--- config.mk ---
export PLATFORM = sky130hd
export DESIGN_NAME = boot_cmd_seq
export DESIGN_NICKNAME = d
export VERILOG_FILES = /design/src/rtl/bseq_pkg.sv /design/src/rtl/bseq_addr_regs.sv /design/src/rtl/bseq_bufcfg.sv /design/src/rtl/bseq_sector_calc.sv /design/src/rtl/bseq_boot_fsm.sv /design/src/rtl/boot_cmd_seq.sv
export SDC_FILE = /design/constraint.sdc
export NUM_CORES = 1
export LEC_CHECK = 0
export BUFFER_PORTS_ARGS = -buffer_cell sky130_fd_sc_hd__buf_4
export CORE_UTILIZATION = 45
export DETAILED_ROUTE_END_ITERATION = 16
export PLACE_DENSITY_LB_ADDON = 0.08
export SKIP_CTS_REPAIR_TIMING = 1
export SLEW_MARGIN = 20
export SYNTH_ARGS = -nofsm -noshare
export SYNTH_HDL_FRONTEND = slang
export SYNTH_HIERARCHICAL = 1
export SYNTH_SLANG_ARGS = --single-unit
--- constraint.sdc ---
create_clock -name clk -period 2.4 [get_ports clk]
set_clock_uncertainty 0.05 [all_clocks]
set_input_delay 0.36 -clock clk [delete_from_list [all_inputs] [get_ports clk]]
set_output_delay 0.36 -clock clk [all_outputs]
set_load 0.01 [all_outputs]
--- src/rtl/bseq_pkg.sv ---
package bseq_pkg;

    localparam int DATA_W    = 16;
    localparam int ADDR_W    = 16;
    localparam int BYTE_W    = 8;
    localparam int PAGE_W    = 8;
    localparam int SUB_W     = 2;
    localparam int PIB_W     = PAGE_W - SUB_W;
    localparam int BLK_W     = 16;
    localparam int BLK_LOW_W = 12;
    localparam int FOLD_W    = 14;
    localparam int SECT_W    = FOLD_W + PIB_W + SUB_W;
    localparam int ERASE_SH  = PIB_W + SUB_W;
    localparam int BIDX_W    = 4;
    localparam int CNT_W     = 3;
    localparam int CSEL_W    = 2;
    localparam int IDW_N     = 3;
    localparam int IDA_W     = 2;
    localparam int MASK_BASE = 6;

    localparam logic [PAGE_W-1:0] PAGE_STEP = PAGE_W'(1 << SUB_W);
    localparam logic [CNT_W-1:0]  CNT_FULL  = CNT_W'(1 << SUB_W);
    localparam logic [CNT_W-1:0]  CNT_RST   = CNT_W'(1);

    // host word offsets decoded by this block
    localparam logic [ADDR_W-1:0] BOOT_LO_END  = 16'h01FF;
    localparam logic [ADDR_W-1:0] BOOT_HI_BASE = 16'h8000;
    localparam logic [ADDR_W-1:0] BOOT_HI_END  = 16'h800F;
    localparam logic [ADDR_W-1:0] OFS_BLOCK    = 16'hF100;
    localparam logic [ADDR_W-1:0] OFS_PAGE     = 16'hF107;
    localparam logic [ADDR_W-1:0] OFS_SBUF     = 16'hF200;

    // boot command values
    localparam logic [DATA_W-1:0] BC_WRESET = 16'h00F0;
    localparam logic [DATA_W-1:0] BC_ARM    = 16'h00E0;
    localparam logic [DATA_W-1:0] BC_IDENT  = 16'h0090;
    localparam logic [DATA_W-1:0] BC_GO     = 16'h0000;

    typedef struct packed {
        logic [BLK_W-1:0]  block;
        logic [PAGE_W-1:0] page;
    } start_addr_t;

    typedef struct packed {
        logic [BIDX_W-1:0] idx;
        logic [CNT_W-1:0]  cnt;
    } sbuf_t;

    typedef enum logic [0:0] {
        SQ_IDLE  = 1'b0,
        SQ_ARMED = 1'b1
    } seq_state_e;

    function automatic logic in_boot_window(input logic [ADDR_W-1:0] a);
        return (a <= BOOT_LO_END) || ((a >= BOOT_HI_BASE) && (a <= BOOT_HI_END));
    endfunction

    function automatic logic [FOLD_W-1:0] density_mask(input logic en,
                                                       input logic [2:0] sel);
        logic [3:0] sh;
        sh = 4'(MASK_BASE) + {1'b0, sel};
        return en ? (FOLD_W'(1) << sh) : '0;
    endfunction

    function automatic logic [FOLD_W-1:0] fold_block(input logic [BLK_LOW_W-1:0] low,
                                                     input logic ext,
                                                     input logic [FOLD_W-1:0] mask);
        return FOLD_W'(low) | (ext ? mask : '0);
    endfunction

    function automatic logic [CNT_W-1:0] decode_count(input logic [CSEL_W-1:0] v);
        return (v == '0) ? CNT_FULL : CNT_W'(v);
    endfunction

    function automatic logic [DATA_W-1:0] sbuf_readback(input sbuf_t s);
        logic [CNT_W-1:0] m1;
        m1 = s.cnt - CNT_W'(1);
        return DATA_W'({s.idx, 8'h00}) | DATA_W'(m1 & CNT_W'(2));
    endfunction

endpackage

--- src/rtl/bseq_addr_regs.sv ---
module bseq_addr_regs
    import bseq_pkg::*;
(
    input  logic              clk,
    input  logic              rst,
    input  logic              warm,
    input  logic              we,
    input  logic [ADDR_W-1:0] addr,
    input  logic [DATA_W-1:0] data,
    input  logic              page_bump,
    output start_addr_t       sa
);

    logic block_wr;
    logic page_wr;

    assign block_wr = we && (addr == OFS_BLOCK);
    assign page_wr  = we && (addr == OFS_PAGE);

    always_ff @(posedge clk) begin
        if (rst || warm) begin
            sa <= '0;
        end else begin
            if (block_wr) begin
                sa.block <= data;
            end
            // a host write to the page register wins over the load increment
            if (page_wr) begin
                sa.page <= data[PAGE_W-1:0];
            end else if (page_bump) begin
                sa.page <= sa.page + PAGE_STEP;
            end
        end
    end

endmodule

--- src/rtl/bseq_bufcfg.sv ---
module bseq_bufcfg
    import bseq_pkg::*;
(
    input  logic              clk,
    input  logic              rst,
    input  logic              warm,
    input  logic              we,
    input  logic [ADDR_W-1:0] addr,
    input  logic [BIDX_W-1:0] val_idx,
    input  logic [CSEL_W-1:0] val_cnt,
    output sbuf_t             cfg,
    output logic [DATA_W-1:0] rd_val
);

    always_ff @(posedge clk) begin
        if (rst || warm) begin
            cfg.idx <= '0;
            cfg.cnt <= CNT_RST;
        end else if (we && (addr == OFS_SBUF)) begin
            cfg.idx <= val_idx;
            cfg.cnt <= decode_count(val_cnt);
        end
    end

    assign rd_val = sbuf_readback(cfg);

endmodule

--- src/rtl/bseq_sector_calc.sv ---
module bseq_sector_calc
    import bseq_pkg::*;
(
    input  logic [BLK_LOW_W-1:0] blk_low,
    input  logic                 blk_ext,
    input  logic [PAGE_W-1:0]    page,
    input  logic                 dens_en,
    input  logic [2:0]           dens_sel,
    output logic [SECT_W-1:0]    sector,
    output logic [SECT_W-1:0]    erase_first
);

    logic [FOLD_W-1:0] mask;
    logic [FOLD_W-1:0] folded;

    assign mask   = density_mask(dens_en, dens_sel);
    assign folded = fold_block(blk_low, blk_ext, mask);

    // page[7:2] is below 64, so the shifted sum is a plain concatenation
    assign sector      = {folded, page[PAGE_W-1:SUB_W], page[SUB_W-1:0]};
    assign erase_first = {folded, {ERASE_SH{1'b0}}};

endmodule

--- src/rtl/bseq_boot_fsm.sv ---
module bseq_boot_fsm
    import bseq_pkg::*;
(
    input  logic              clk,
    input  logic              rst,
    input  logic              we,
    input  logic [ADDR_W-1:0] addr,
    input  logic [DATA_W-1:0] data,
    input  logic [BYTE_W-1:0] man_id,
    input  logic [BYTE_W-1:0] dev_id,
    input  logic [BYTE_W-1:0] wp_status,
    input  logic [SECT_W-1:0] cur_sector,
    input  logic              ld_ack,
    output logic              warm_hit,
    output logic              page_bump,
    output logic              ld_req,
    output logic [SECT_W-1:0] ld_sector,
    output logic              idw_en,
    output logic [IDA_W-1:0]  idw_addr,
    output logic [DATA_W-1:0] idw_data,
    output logic              warm_rst
);

    seq_state_e       state;
    logic             boot_wr;
    logic             go_hit;
    logic             id_hit;
    logic             id_busy;
    logic [IDA_W-1:0] id_ptr;
    logic [DATA_W-1:0] id_words [IDW_N];

    assign boot_wr   = we && in_boot_window(addr);
    assign warm_hit  = boot_wr && (state == SQ_IDLE) && (data == BC_WRESET);
    assign go_hit    = boot_wr && (state == SQ_ARMED) && (data == BC_GO) && !ld_req;
    assign id_hit    = boot_wr && (state == SQ_IDLE) && (data == BC_IDENT);
    assign page_bump = ld_req && ld_ack && !warm_hit;

    always_ff @(posedge clk) begin
        if (rst) begin
            state     <= SQ_IDLE;
            ld_req    <= 1'b0;
            ld_sector <= '0;
            id_busy   <= 1'b0;
            id_ptr    <= '0;
            warm_rst  <= 1'b0;
        end else begin
            warm_rst <= warm_hit;
            if (warm_hit) begin
                state   <= SQ_IDLE;
                ld_req  <= 1'b0;
                id_busy <= 1'b0;
                id_ptr  <= '0;
            end else begin
                if (boot_wr) begin
                    state <= ((state == SQ_IDLE) && (data == BC_ARM)) ? SQ_ARMED : SQ_IDLE;
                end
                if (go_hit) begin
                    ld_req    <= 1'b1;
                    ld_sector <= cur_sector;
                end else if (ld_req && ld_ack) begin
                    ld_req <= 1'b0;
                end
                if (id_hit) begin
                    id_busy <= 1'b1;
                    id_ptr  <= '0;
                end else if (id_busy) begin
                    if (id_ptr == IDA_W'(IDW_N - 1)) begin
                        id_busy <= 1'b0;
                        id_ptr  <= '0;
                    end else begin
                        id_ptr <= id_ptr + IDA_W'(1);
                    end
                end
            end
        end
    end

    // identification words: upper byte cleared, low byte from the source
    generate
        for (genvar w = 0; w < IDW_N; w++) begin : g_idw
            logic [BYTE_W-1:0] src;
            if (w == 0) begin : g_man
                assign src = man_id;
            end else if (w == 1) begin : g_dev
                assign src = dev_id;
            end else begin : g_wp
                assign src = wp_status;
            end
            assign id_words[w] = {{(DATA_W-BYTE_W){1'b0}}, src};
        end
    endgenerate

    always_comb begin
        idw_data = '0;
        for (int k = 0; k < IDW_N; k++) begin
            if (id_ptr == IDA_W'(k)) begin
                idw_data = id_words[k];
            end
        end
    end

    assign idw_en   = id_busy;
    assign idw_addr = id_ptr;

endmodule

--- src/rtl/boot_cmd_seq.sv ---
module boot_cmd_seq
    import bseq_pkg::*;
(
    input  logic              clk,
    input  logic              rst,
    input  logic              wr_en,
    input  logic [ADDR_W-1:0] wr_addr,
    input  logic [DATA_W-1:0] wr_data,
    input  logic [BYTE_W-1:0] man_id,
    input  logic [BYTE_W-1:0] dev_id,
    input  logic [BYTE_W-1:0] wp_status,
    input  logic              ld_ack,
    output logic              ld_req,
    output logic [SECT_W-1:0] ld_sector,
    output logic              idw_en,
    output logic [IDA_W-1:0]  idw_addr,
    output logic [DATA_W-1:0] idw_data,
    output logic              warm_rst,
    output logic [BLK_W-1:0]  block_q,
    output logic [PAGE_W-1:0] page_q,
    output logic [SECT_W-1:0] sector_num,
    output logic [SECT_W-1:0] erase_sector,
    output logic [BIDX_W-1:0] buf_idx,
    output logic [CNT_W-1:0]  sec_count,
    output logic [DATA_W-1:0] sbuf_rd
);

    start_addr_t sa;
    sbuf_t       cfg;
    logic        warm_hit;
    logic        page_bump;
    logic        page_wr;

    assign page_wr = wr_en && (wr_addr == OFS_PAGE);

    bseq_boot_fsm u_fsm (
        .clk        (clk),
        .rst        (rst),
        .we         (wr_en),
        .addr       (wr_addr),
        .data       (wr_data),
        .man_id     (man_id),
        .dev_id     (dev_id),
        .wp_status  (wp_status),
        .cur_sector (sector_num),
        .ld_ack     (ld_ack),
        .warm_hit   (warm_hit),
        .page_bump  (page_bump),
        .ld_req     (ld_req),
        .ld_sector  (ld_sector),
        .idw_en     (idw_en),
        .idw_addr   (idw_addr),
        .idw_data   (idw_data),
        .warm_rst   (warm_rst)
    );

    bseq_addr_regs u_addr (
        .clk       (clk),
        .rst       (rst),
        .warm      (warm_hit),
        .we        (wr_en),
        .addr      (wr_addr),
        .data      (wr_data),
        .page_bump (page_bump),
        .sa        (sa)
    );

    bseq_bufcfg u_buf (
        .clk     (clk),
        .rst     (rst),
        .warm    (warm_hit),
        .we      (wr_en),
        .addr    (wr_addr),
        .val_idx (wr_data[11:8]),
        .val_cnt (wr_data[CSEL_W-1:0]),
        .cfg     (cfg),
        .rd_val  (sbuf_rd)
    );

    bseq_sector_calc u_sec (
        .blk_low     (sa.block[BLK_LOW_W-1:0]),
        .blk_ext     (sa.block[BLK_W-1]),
        .page        (sa.page),
        .dens_en     (dev_id[3]),
        .dens_sel    (dev_id[6:4]),
        .sector      (sector_num),
        .erase_first (erase_sector)
    );

    assign block_q   = sa.block;
    assign page_q    = sa.page;
    assign buf_idx   = cfg.idx;
    assign sec_count = cfg.cnt;

endmodule

# == Yosys cells after proc, flatten, opt, wreduce, memory -nomap -nowiden ==
# Index checks and enable logic that the tools add are counted.
# classes
muxes,15
add_sub_neg,4
eq_ne,8
shifts,1
n_bitwise,4
n_reduce_logical,26
order_cmp,3
# op_table
op,count
"16-bit equality test, second input constant",3
"16-bit by 8-bit equality test with 1-bit output, second input constant",3
16-bit two-way mux,2
14-bit two-way mux,2
8-bit two-way mux,3
"16-bit greater-or-equal comparator, second input constant",1
"16-bit less-or-equal comparator, second input constant",1
"16-bit by 9-bit less-or-equal comparator with 1-bit output, second input constant",1
16-bit zero test,1
1-bit logical AND,14
12-bit by 14-bit OR with 14-bit output,1
"1-bit by 4-bit << shifter with 14-bit output, first input constant",1
12-bit by 2-bit OR with 12-bit output,1
"8-bit by 3-bit adder with 8-bit output, second input constant",1
1-bit two-way mux,6
"3-bit by 3-bit adder with 4-bit output, first input constant",1
2-bit zero test,2
2-bit nonzero test,2
3-bit two-way mux,1
3-bit OR reduction,1
"2-bit by 1-bit adder with 2-bit output, second input constant",1
"2-bit by 1-bit equality test with 1-bit output, second input constant",1
"2-bit equality test, second input constant",1
1-bit zero test,2
other kinds (6),8
# totals
elab_cells,71
input_bits,60
register_bits,59

# == Logic depth before layout (Yosys ltp) ==
# logic_depth
ltp_word,10
depth_mapped,8
depth_no_buf,8

# == Hierarchy ==
# Netlist, hierarchy kept.
# by_module_without_submodules
mod,area_per_inst_um2,seq_area_each_um2,instances,cells_per_inst
bseq_boot_fsm,1540.2,560.5,1,183
bseq_addr_regs,1094.8,480.5,1,116
bseq_bufcfg,466.7,140.1,1,54
bseq_sector_calc,436.7,0.0,1,59

# == Worst setup path before layout ==
# Ideal clock, no wire load.
# synth_path
path_type,in2reg
startpoint,input port wr_addr[6]
endpoint,"register, netlist name u_addr/sa[7]"
path_stages,8
slack_ps,357
t_required_ps,2234
n_path_buf,0
setup_ps,116
arrival_ps,1876
cell_sequence,or2_1 o41ai_1 nand4_1 and3_1 nand4_1 nor2_1 xor2_1 o211a_1
# synth_between
elab_chain_len,9
word_cells_on_any_way,15
cone_classes,order compare (3); eq/ne (1); mux (1); reduce/logical (10)
# synth_rtl
item,line,rtl
from (decl),boot_cmd_seq.sv:7,"input logic [ADDR_W-1:0] wr_addr,"
16-bit greater-or-equal comparator or 16-bit less-or-equal comparator (tied branches),bseq_pkg.sv:55,return (a <= BOOT_LO_END) || ((a >= BOOT_HI_BASE) && (a <= BOOT_HI_END));
1-bit logical AND,bseq_pkg.sv:55,
1-bit logical OR *,bseq_pkg.sv:55,
1-bit logical AND *,bseq_boot_fsm.sv:32,assign boot_wr = we && in_boot_window(addr);
1-bit logical AND * (2 in a row),bseq_boot_fsm.sv:33,assign warm_hit = boot_wr && (state == SQ_IDLE) && (data == BC_WRESET);
1-bit zero test *,bseq_boot_fsm.sv:36,assign page_bump = ld_req && ld_ack && !warm_hit;
1-bit logical AND *,bseq_boot_fsm.sv:36,
net page_bump,boot_cmd_seq.sv:31,logic page_bump;
2-bit nonzero test (no source line) *,-,
# Mark *: on every way through the listed nets, which the timed path passes. The rest lies on a longest branch.
# A chain may end at the register's enable or synchronous reset.

# == Final worst setup path ==
# layout_path
startpoint,register u_fsm.id_ptr[1] (netlist: u_fsm/idw_addr[1])
endpoint,output port idw_data[2]
# layout_between
elab_chain_len,4
word_cells_on_any_way,6
cone_classes,eq/ne (2); mux (3); reduce/logical (1)
# layout_rtl
item,line,rtl
from (decl),bseq_boot_fsm.sv:29,logic [IDA_W-1:0] id_ptr;
from (signal assigned),bseq_boot_fsm.sv:71,id_ptr <= id_ptr + IDA_W'(1);
2-bit zero test,bseq_boot_fsm.sv:96,if (id_ptr == IDA_W'(k)) begin
8-bit two-way mux,bseq_boot_fsm.sv:96,
16-bit two-way mux,bseq_boot_fsm.sv:96,
16-bit two-way mux *,bseq_boot_fsm.sv:96,
to (decl),boot_cmd_seq.sv:17,"output logic [DATA_W-1:0] idw_data,"
# Mark *: on every way between the ends. The rest lies on a longest branch, timed or not.

==> flow_summary_export.csv <==
group,metric,value,unit
setup_path,crit_start,"u_fsm/idw_addr[1]$_SDFFE_PP0P_",
timing,slew_headroom,0.533,
route,drc,0,
synth,ys_ff_latch,59,
setup_path,crit_required,1.99,ns
timing,final_hold_viol_count,0,
synth,synthArstFlopShare,0,
clocking,clk_path_buf_depth,2,
setup_path,cp.arrival,1.74,ns
finish,final_common_cell,"buf_4",
route,post_drt_wl_per_cell,14.1,µm
timing,worst_pin_slew,0.700,ns
synth,synth_cell_type_count,53,
grt,gr-total-overflow,0,
die,core-area,7410,µm²
grt,grt_pass1_vias,2961,
finish,drive_above_1_share,0.372,
die,dieArea,8220,µm²
die,start_util,0.478,
setup_path,critical_path.max_fanout,13,
placement,io_buffers,166,
synth,synth_top_cell_area_share,0.334,
synth,yosys_warnings,6,
synth,syn_avg_cell_area,8.59,µm²
finish,nFillCells,683,
timing,slew_violations,0,
route,routed_wirelength,9.21,mm
setup_path,r2r-start,"u_fsm/state$_SDFFE_PP0N_",
finish,nets,614,
placement,hpwl,7.22,mm
synth,synth_edf_count,0,
timing,setup_viol,0,
clocking,clk_latency,0.34,ns
synth,synthesis.area,3540,µm²
pwr,power_density,477,nW/µm²
setup_path,path_class,"reg -> out",
timing,tns,0,ns
synth,synthTopCellsByArea,"dfxtp_1, mux2i_1, buf_4",
finish,finish.instance_area,4830,µm²
finish,diodes,0,
timing,fin_crit_sh,0.895,
timing,rsz0062_at_grt,"false",
placement,place_area,4590,µm²
die,dieHeight,90.7,µm
min_path,worst_hold_path_type,"in -> reg",
synth,syn_inst,412,
die,row_count,31,
timing,setup_ws,0.251,ns
route,ant_nets,0,
grt,track_usage,0.225,
route,vias,3215,
clocking,h-tree-depth,3,
job,cap_viol_max_count,0,
outcome,status,"completed",
synth,synth.yosys.seq_area_share,0.334,
grt,grt_max_degree,46,
timing,max_freq,465,MHz
clocking,numClockSinks,59,
route,first_iter_violations,166,
grt,grt_pass1_wl,14.8,mm
clocking,clkTransAtPathRegs,0.08,ns
synth,yosys_most_used_dff,"dfxtp_1",
timing,final.min_clock_period,2.15,ns
setup_path,worstSetupStartpointType,"register",
timing,holdWs,0.229,ns
route,drt_pre_antenna_iters,4,
synth,synth_top_area_cell,"dfxtp_1",
min_path,hp-start,"wr_data[14]",
die,ioPinCount,194,
route,via_per_inst,4.91,
clocking,numCtsBuffers,9,
placement,gp_congestion,0.805,
clocking,cts_tree,"yes",
finish,mostFrequentLayoutCells,"buf_4, nand2_1, mux2i_1, dfxtp_1, conb_1",
pwr,power,2300,µW
finish,syn2layout_area_growth,36.5,%
clocking,cts_root_buf,"clkbuf_8",
pwr,ir_worst_vdd,0.000238,V
placement,post-place-ws,0.125,ns
grt,antenna_found_initial,0,
setup_path,cp-end-kind,"output pin",
die,fp.dieW,90.7,µm
pwr,p_leak,0.00224,µW
[flip-flops by register name (all words and copies together) (netlist names)]
register         count
u_fsm/idw_addr       2
u_fsm/warm_rst       1
u_buf/cfg            7
u_addr/sa           24
u_fsm/ld_req         1
u_fsm/ld_sector     22
u_fsm/idw_en         1
u_fsm/state          1
[path summary, 6_finish.rpt]
path	end	slack, ns	cells after the start
hold reg to reg	u_fsm/ld_sector[15]$_SDFFE_PP0P_	0.41	2
hold / removal	u_addr/sa[22]$_SDFFE_PP0P_	0.23	3
setup reg to reg	u_buf/cfg[1]$_SDFFE_PP0P_	0.51	8
setup / recovery	idw_data[2]	0.25	4
[routing by layer]
metal  up-vias  part of all wire  track usage
li1       1610                 -            -
met1      1462              0.46        0.296
met2       131              0.46        0.364
met3        12             0.069       0.0463
met4         0             0.014       0.0766
met5         -                 0            0
[worst max-delay path, cell delays in order, from the launching register on]
cell and delay [ns]:
dfxtp_1 0.56, nor2b_2 0.49, nand2_1 0.11, o21ai_0 0.09
buf_4 0.15
[Yosys cell counts, types with 3 or more instances]
cell        n
a21oi_1     3
buf_2       3
buf_4      54
buf_6       4
clkbuf_1    7
conb_1      3
dfxtp_1    59
ha_1        3
inv_1       7
mux2i_1    60
nand2_1   107
nand2b_1    3
nand4_1     8
nor2_1      8
nor2b_1     3
nor3_1      8
nor4_1      6
o21ai_0     9
o21bai_1    8
xnor2_1     5
[power breakdown]
part           internal, µW  switching [µW]  leakage, µW
combinational           103             124      0.00164
clock                   687             411     0.000119
sequential              979           0.254     0.000475
total                  1770             536      0.00224
[layout make-up]
class | count | area [µm²] | area share
tap | 99 | 124 | 0.0256
multi-input combinational | 299 | 1920 | 0.398
sequential | 59 | 1180 | 0.245
clock inverter | 7 | 116 | 0.0241
timing repair buffer | 174 | 1330 | 0.276
inverter | 8 | 30.0 | 0.00622
clock buffer | 9 | 124 | 0.0256
[through the flow]
stage	std cells	util
global route	655	0.652
finish	655	0.652
detailed placement	639	0.619
global placement	639	0.619
floorplan	436	-
CTS	655	0.652
[kinds of logic (layout without fill, tap and decap cells)]
logic type	after synthesis	count (layout)	synth area share
flops	59	59	0.334
mux	61	61	0.173
other cells	3	27	0.00318
compound gates	33	33	0.0725
simple gates	168	168	0.240
fa+ha+maj	3	3	0.0106
xor+xnor	7	7	0.0173
buf+inv	78	198	0.150
Note: power is estimated with default switching activity, not from simulation.
